[src/rtl/eclk_pkg.sv]
// Package: shared types for the embedded-clock frame generator.
// Assumes nothing beyond IEEE 1800-2017 synthesizable constructs.
package eclk_pkg;

    // Kind of frame currently being built
    typedef enum logic {
        FRAME_DATA = 1'b0,
        FRAME_SYNC = 1'b1
    } frame_kind_t;

endpackage

[src/rtl/eclk_frame_builder.sv]
// Module: eclk_frame_builder
// Builds the next frame combinationally, in send order (index 0 leaves first).
// A data frame is a high bit, the word LSB first, then a low bit. A sync frame
// is the first half ones and the second half zeros.
// Assumes DATA_W is even, so that the sync halves are equal.
module eclk_frame_builder
    import eclk_pkg::*;
#(
    parameter int DATA_W  = 10,
    parameter int FRAME_W = DATA_W + 2
) (
    input  logic [DATA_W-1:0]  word,
    input  frame_kind_t        kind,
    output logic [FRAME_W-1:0] frame
);

    localparam int HALF_W = FRAME_W / 2;

    logic [FRAME_W-1:0] data_frame;
    logic [FRAME_W-1:0] sync_frame;

    // Lay out the framing bits, the word bits and the sync pattern bit by bit
    for (genvar g = 0; g < FRAME_W; g++) begin : g_bit
        if (g == 0) begin : g_first
            assign data_frame[g] = 1'b1;
        end else if (g == FRAME_W - 1) begin : g_last
            assign data_frame[g] = 1'b0;
        end else begin : g_payload
            assign data_frame[g] = word[g-1];
        end
        assign sync_frame[g] = (g < HALF_W) ? 1'b1 : 1'b0;
    end

    // Select the frame kind
    always_comb begin
        frame = (kind == FRAME_SYNC) ? sync_frame : data_frame;
    end

endmodule

[src/rtl/eclk_bit_counter.sv]
// Module: eclk_bit_counter
// Tracks the bit position inside the frame and decides when a new frame loads.
// The first strobe after reset and the strobe after the last position both load.
// frame_start is registered and marks position 0.
// Assumes bit_en is sampled only at rising clock edges.
module eclk_bit_counter #(
    parameter int FRAME_W = 12
) (
    input  logic clk,
    input  logic rst_n,
    input  logic bit_en,
    output logic load,
    output logic frame_start
);

    localparam int CNT_W = $clog2(FRAME_W);
    localparam logic [CNT_W-1:0] LAST_POS = CNT_W'(FRAME_W - 1);

    logic [CNT_W-1:0] pos;
    logic             running;

    // A load happens on a strobe at the frame boundary or on the first strobe
    always_comb begin
        load = bit_en && (!running || pos == LAST_POS);
    end

    // Advance the position counter and the frame-start marker on each strobe
    always_ff @(posedge clk) begin
        if (!rst_n) begin
            pos         <= '0;
            running     <= 1'b0;
            frame_start <= 1'b0;
        end else if (bit_en) begin
            running     <= 1'b1;
            pos         <= load ? '0 : pos + 1'b1;
            frame_start <= load;
        end
    end

endmodule

[src/rtl/eclk_shifter.sv]
// Module: eclk_shifter
// Output shift register. On a load it puts the first frame bit on the line and
// keeps the rest. Each later strobe shifts the next bit out.
// Assumes load is only high together with bit_en.
module eclk_shifter #(
    parameter int FRAME_W = 12
) (
    input  logic               clk,
    input  logic               rst_n,
    input  logic               bit_en,
    input  logic               load,
    input  logic [FRAME_W-1:0] frame,
    output logic               ser_out
);

    logic [FRAME_W-2:0] pending;

    // Load a new frame or shift the next pending bit onto the line
    always_ff @(posedge clk) begin
        if (!rst_n) begin
            ser_out <= 1'b0;
            pending <= '0;
        end else if (bit_en) begin
            if (load) begin
                ser_out <= frame[0];
                pending <= frame[FRAME_W-1:1];
            end else begin
                ser_out <= pending[0];
                pending <= {1'b0, pending[FRAME_W-2:1]};
            end
        end
    end

endmodule

[src/rtl/eclk_framer.sv]
// Module: eclk_framer (top)
// Embedded-clock serial frame generator. Each word goes out as a high start
// bit, the data LSB first, and a low end bit. While either sync request is high
// at a frame start, a half-ones/half-zeros training frame goes out instead.
// Assumes inputs are synchronous to clk and a word is presented for each frame.
module eclk_framer
    import eclk_pkg::*;
#(
    parameter int DATA_W = 10
) (
    input  logic              clk,
    input  logic              rst_n,
    input  logic              bit_en,
    input  logic [DATA_W-1:0] word_in,
    input  logic              sync_a,
    input  logic              sync_b,
    output logic              ser_out,
    output logic              frame_start
);

    localparam int FRAME_W = DATA_W + 2;

    frame_kind_t        kind;
    logic [FRAME_W-1:0] next_frame;
    logic               load;

    // Either request selects a sync frame; only sampled when a frame loads
    always_comb begin
        kind = (sync_a || sync_b) ? FRAME_SYNC : FRAME_DATA;
    end

    eclk_frame_builder #(
        .DATA_W (DATA_W),
        .FRAME_W(FRAME_W)
    ) u_builder (
        .word (word_in),
        .kind (kind),
        .frame(next_frame)
    );

    eclk_bit_counter #(
        .FRAME_W(FRAME_W)
    ) u_counter (
        .clk        (clk),
        .rst_n      (rst_n),
        .bit_en     (bit_en),
        .load       (load),
        .frame_start(frame_start)
    );

    eclk_shifter #(
        .FRAME_W(FRAME_W)
    ) u_shifter (
        .clk    (clk),
        .rst_n  (rst_n),
        .bit_en (bit_en),
        .load   (load),
        .frame  (next_frame),
        .ser_out(ser_out)
    );

endmodule

[config.mk]
export PLATFORM = sky130hd
export DESIGN_NAME = eclk_framer
export DESIGN_NICKNAME = d
export VERILOG_FILES = /design/src/rtl/eclk_pkg.sv /design/src/rtl/eclk_frame_builder.sv /design/src/rtl/eclk_bit_counter.sv /design/src/rtl/eclk_shifter.sv /design/src/rtl/eclk_framer.sv
export SDC_FILE = /design/constraint.sdc
export NUM_CORES = 1
export LEC_CHECK = 0
export BUFFER_PORTS_ARGS = -buffer_cell sky130_fd_sc_hd__buf_2
export CORE_MARGIN = 2
export CORE_UTILIZATION = 30
export DETAILED_ROUTE_END_ITERATION = 6
export GPL_TIMING_DRIVEN = 0
export SYNTH_ARGS = -nofsm -noshare
export SYNTH_HDL_FRONTEND = slang
export SYNTH_HIERARCHICAL = 1
export SYNTH_SLANG_ARGS = --single-unit
[constraint.sdc]
create_clock -name clk -period 2.5 [get_ports clk]
set_clock_uncertainty 0.1 [all_clocks]
set_input_delay 0.125 -clock clk [delete_from_list [all_inputs] [get_ports clk]]
set_output_delay 0.125 -clock clk [all_outputs]
set_load 0.02 [all_outputs]
## Word-level counts from Yosys, hierarchy flattened

Cells that the tools add are included.

- Register bits after elaboration: 18
- Latch bits: 0
- Bits in writable memories: 0
- Bits in read-only memories: 0
- Output and inout port bits: 2
- Memories: 0

- $add $sub $neg: 1
- $mul: 0
- Divide/modulo/power cells: 0
- $lt $le $gt $ge: 0
- Eq/ne operators: 1
- Shifts and indexed selects: 0
- Mux-type cells: 5
- Bitwise logic cells: 0
- Reduce and logical (&&, ||, !) cells: 4

Operators by type and width:

| operator | count |
|---|---|
| $mux 11 | 1 |
| $mux 10 | 1 |
| $add 4x1->4 const B | 1 |
| $eq 4x4->1 const B | 1 |
| $mux 4 | 1 |
| $logic_or 1x1->1 | 2 |
| $mux 1 | 2 |
| $logic_and 1x1->1 | 1 |
| $logic_not 1->1 | 1 |

## Logic depth before layout (Yosys ltp)

- Depth in word-level cells: 4
- Gate-level depth with buffers: 7
- Mapped depth without buffers: 6

## Hierarchy

The synthesis kept the hierarchy.

Modules (own cells, without submodules):

| module | instances | cells an instance | area each (µm²) | seq. area each (µm²) |
|---|---|---|---|---|
| eclk_shifter | 1 | 52 | 504.2 | 240.2 |
| eclk_bit_counter | 1 | 32 | 299.0 | 120.1 |
| eclk_frame_builder | 1 | 14 | 85.1 | 0.0 |
| eclk_framer | 1 | 1 | 6.3 | 0.0 |

## Least setup slack after synthesis

OpenSTA, ideal clock, no wires.

- Kind: register to register
- Start: register u_counter.pos[0]
- End: register u_shifter.pending[0]
- Library setup time: 122 ps
- Arrival: 1287 ps
- Required time: 2278 ps
- Path slack: 991 ps
- Cell stages (with the launch flop): 8
- Path buffers: 1
- Clock period less this slack: 1509 ps
- Cells stage by stage: dfxtp_1 ha_1 nand3b_1 nand2_1 and2_2 buf_6 mux2i_1 a21oi_1

- Longest elaborated chain between the ends: 4

Ends and longest elaborated chain:

| element | RTL line | source |
|---|---|---|
| start, declared | eclk_bit_counter.sv:19 | `logic [CNT_W-1:0] pos;` |
| start signal, assigned | eclk_bit_counter.sv:35 | `pos <= load ? '0 : pos + 1'b1;` |
| $eq 4x4->1 | eclk_bit_counter.sv:24 | `load = bit_en && (!running \|\| pos == LAST_POS);` |
| $logic_or 1x1->1 | eclk_bit_counter.sv:24 |  |
| $logic_and 1x1->1 | eclk_bit_counter.sv:24 |  |
| net load | eclk_framer.sv:25 | `logic load;` |
| $mux 10 | eclk_shifter.sv:24 | `if (load) begin` |
| end signal, assigned | eclk_shifter.sv:26 | `pending <= frame[FRAME_W-1:1];` |
| end signal, assigned | eclk_shifter.sv:29 | `pending <= {1'b0, pending[FRAME_W-2:1]};` |
| end, declared | eclk_shifter.sv:16 | `logic [FRAME_W-2:0] pending;` |

The timed path passes the listed nets, and every way through them passes these cells.
A chain may end at the register's enable or synchronous reset.

## Worst setup path after layout

- Start: register u_counter.pos[0]
- End: register u_shifter.pending[1]

The elaborated chain is that of the path after synthesis.

==> metrics <==
syn_area_per_cell 9.04 um2; clk buf depth 2; outcome completed; post-synth cell types 26; Synthesis Warnings 6; Via Count 757; largest area contributor in the netlist dfxtp_1; Synth Net Count approximately 120; CTS sink cnt 18; RePlAce Congestion 0.730; fmax slightly below 600 MHz; CP endpoint kind register; critical path arrival about 1.8 ns; ys flop type dfxtp_1; Post-DP Area a little over 1000 um2; initial drt markers 27; pin count of the biggest net entering global routing 11; mapped cell area between 800 and 900 um2; RSZ-0062 raised after global routing false; Detailed Routing Iterations Pass 1 4; share of cells above drive strength 1 roughly 24%; sequential share of the synthesized area about two fifths; top cells by count, synth dfxtp_1, o21ai_0, a21oi_1, mux2i_1; #FFs+latches synth 18; startpoint types register; top-area cell type share of the netlist area approximately two fifths; Post-Route WL around 1.8 mm; most frequent cell after synthesis dfxtp_1; Leak Pwr 0.426 nW; nets approximately 140; CP Class register to register; Critical Path RT 2.58 ns; placed cells about 150; Maximum Capacitance Violations 0; design area between 1000 and 1500 um2; Rows 19; Die Width between 50 and 60 um; crit path max fanout 10; first-pass GRT wire length between 2 and 3 mm; crit path time final approximately 1.7 ns; Fin. Hold Viols 0; worst setup margin slightly below 0.8 ns; period utilization 69.1%; ys async rst share 0%; hold slack between 0.09 and 0.1 ns; post_cts resized 0; Port Buffers 16; setup_tns 0 ns; post-DR vias/cell roughly 5.0; WL/cell roughly 12 um; Total Routing Usage GR between 10% and 20%; Die Ht just under 60 um; IO Count 17; grt ovf 0; HPWL Detailed around 1.3 mm; number of global-route vias before repair just under 700; final slew viol count 0; cts bufs inserted 3; diodes inserted 0; HP Class primary input to register; final std cells w/o fill 151; initial antenna violation count 0; Layout area overhead 18.5%; Synth Instances 99; die area between 3000 and 4000 um2; pre-CTS setup slack between 0.7 and 0.8 ns; clock slew at reported path FFs around 0.1 ns; H-tree Lvls 1; Area contributors post-synth dfxtp_1, mux2i_1, o21ai_0, a21oi_1, nand3b_1; CTS tree yes; number of enable flip-flop cells after synthesis 0; endpoints failing setup 0; maximum VDD drop 0.285 mV; Post-DRT Antenna Nets 0; clk_lat worst skew 0.29 ns; Power Density roughly 540 nW/um2; Residual DRC 0; Starting Density 31.9%; root buffer cell clkbuf_4; core area between 2000 and 3000 um2
## state kept, by name, indices dropped and copies added (netlist names)
name / count
u_shifter/pending: 11
u_counter/pos: 4
u_counter/frame_start: 1
u_counter/running: 1
u_shifter/ser_out: 1
## layer usage
metal	track usage (%)	vias up	wire [um]
met2	17.2	12	826
met1	14.1	355	851
met4	7.79	0	27
li1	-	388	-
met3	1.54	2	66
met5	0	-	0
## critical path, cell delays in order, from the launching register on
cell and delay, ns:
dfxtp_1 0.39, ha_1 0.20, nand3b_1 0.11, nand2_1 0.14, and2_2 0.21, buf_6 0.18, mux2i_1 0.20, a21oi_1 0.08
## report_power, final
part	internal, mW	switching (mW)	total (mW)	leakage, nW
Sequential	0.303	0.00857	0.312	0.148
Clock	0.0887	0.0900	0.179	0.0210
Combinational	0.0417	0.0426	0.0844	0.256
## through the flow
stage / utilization, % / power, mW
final: 37.8 / 0.575
after global routing: 37.8 / 0.607
after CTS: 37.8 / 0.584
after detailed placement: 36.1 / 0.402
after global placement: 36.1 / 0.399
after floorplan: - / 0.375
## kinds of logic after synthesis
kind of cell | after synthesis | share of synthesized area [%]
buffers and inverters | 8 | 5.87
multiplexers | 11 | 12.3
AO/OA/AOI/OAI | 32 | 19.2
AND/OR/NAND/NOR | 27 | 20.1
flip-flops | 18 | 40.3
other | 2 | 0.839
adder cells (fa/ha/maj) | 1 | 1.40
## final timing paths
| kind | slack [ns] | start | end | cells past startpoint |
|---|---|---|---|---|
| worst max register to register | 0.77 | u_counter/pos[0] | u_shifter/pending[1] | 7 |
| worst min-delay path | 0.1 | word_in[4] | u_shifter/pending[4] | 4 |
| worst max-delay path | 0.77 | u_counter/pos[0] | u_shifter/pending[1] | 7 |
| worst min register to register | 0.39 | u_shifter/pending[10] | u_shifter/pending[10] | 2 |
## placed cells by master, fill, tap and decap left out, types with 3 or more instances in the layout
cell type | netlist | final
buf_2 | 2 | 18
a21oi_1 | 11 | 11
clkbuf_4 | 0 | 3
or2_1 | 6 | 6
buf_4 | 3 | 3
mux2i_1 | 11 | 11
nor2b_1 | 6 | 6
nand3b_1 | 5 | 5
dfxtp_1 | 18 | 18
nand3_1 | 4 | 4
o21ai_0 | 14 | 14
## repair_timing
action                                 4_1_cts  5_1_grt
endpoints found under the hold margin        2        0
buffers inserted                             0        0
hold buffers                                 1        0
## layout make-up
type                            count  area, um2
Buffer                              8       52.6
Clock buffer                        4       36.3
Fill cell                         289       1750
Multi-Input combinational cell     73        482
Sequential cell                    18        360
Tap cell                           31       38.8
Timing Repair Buffer               17       90.1
No activity file was read; power rests on OpenSTA's default activity.
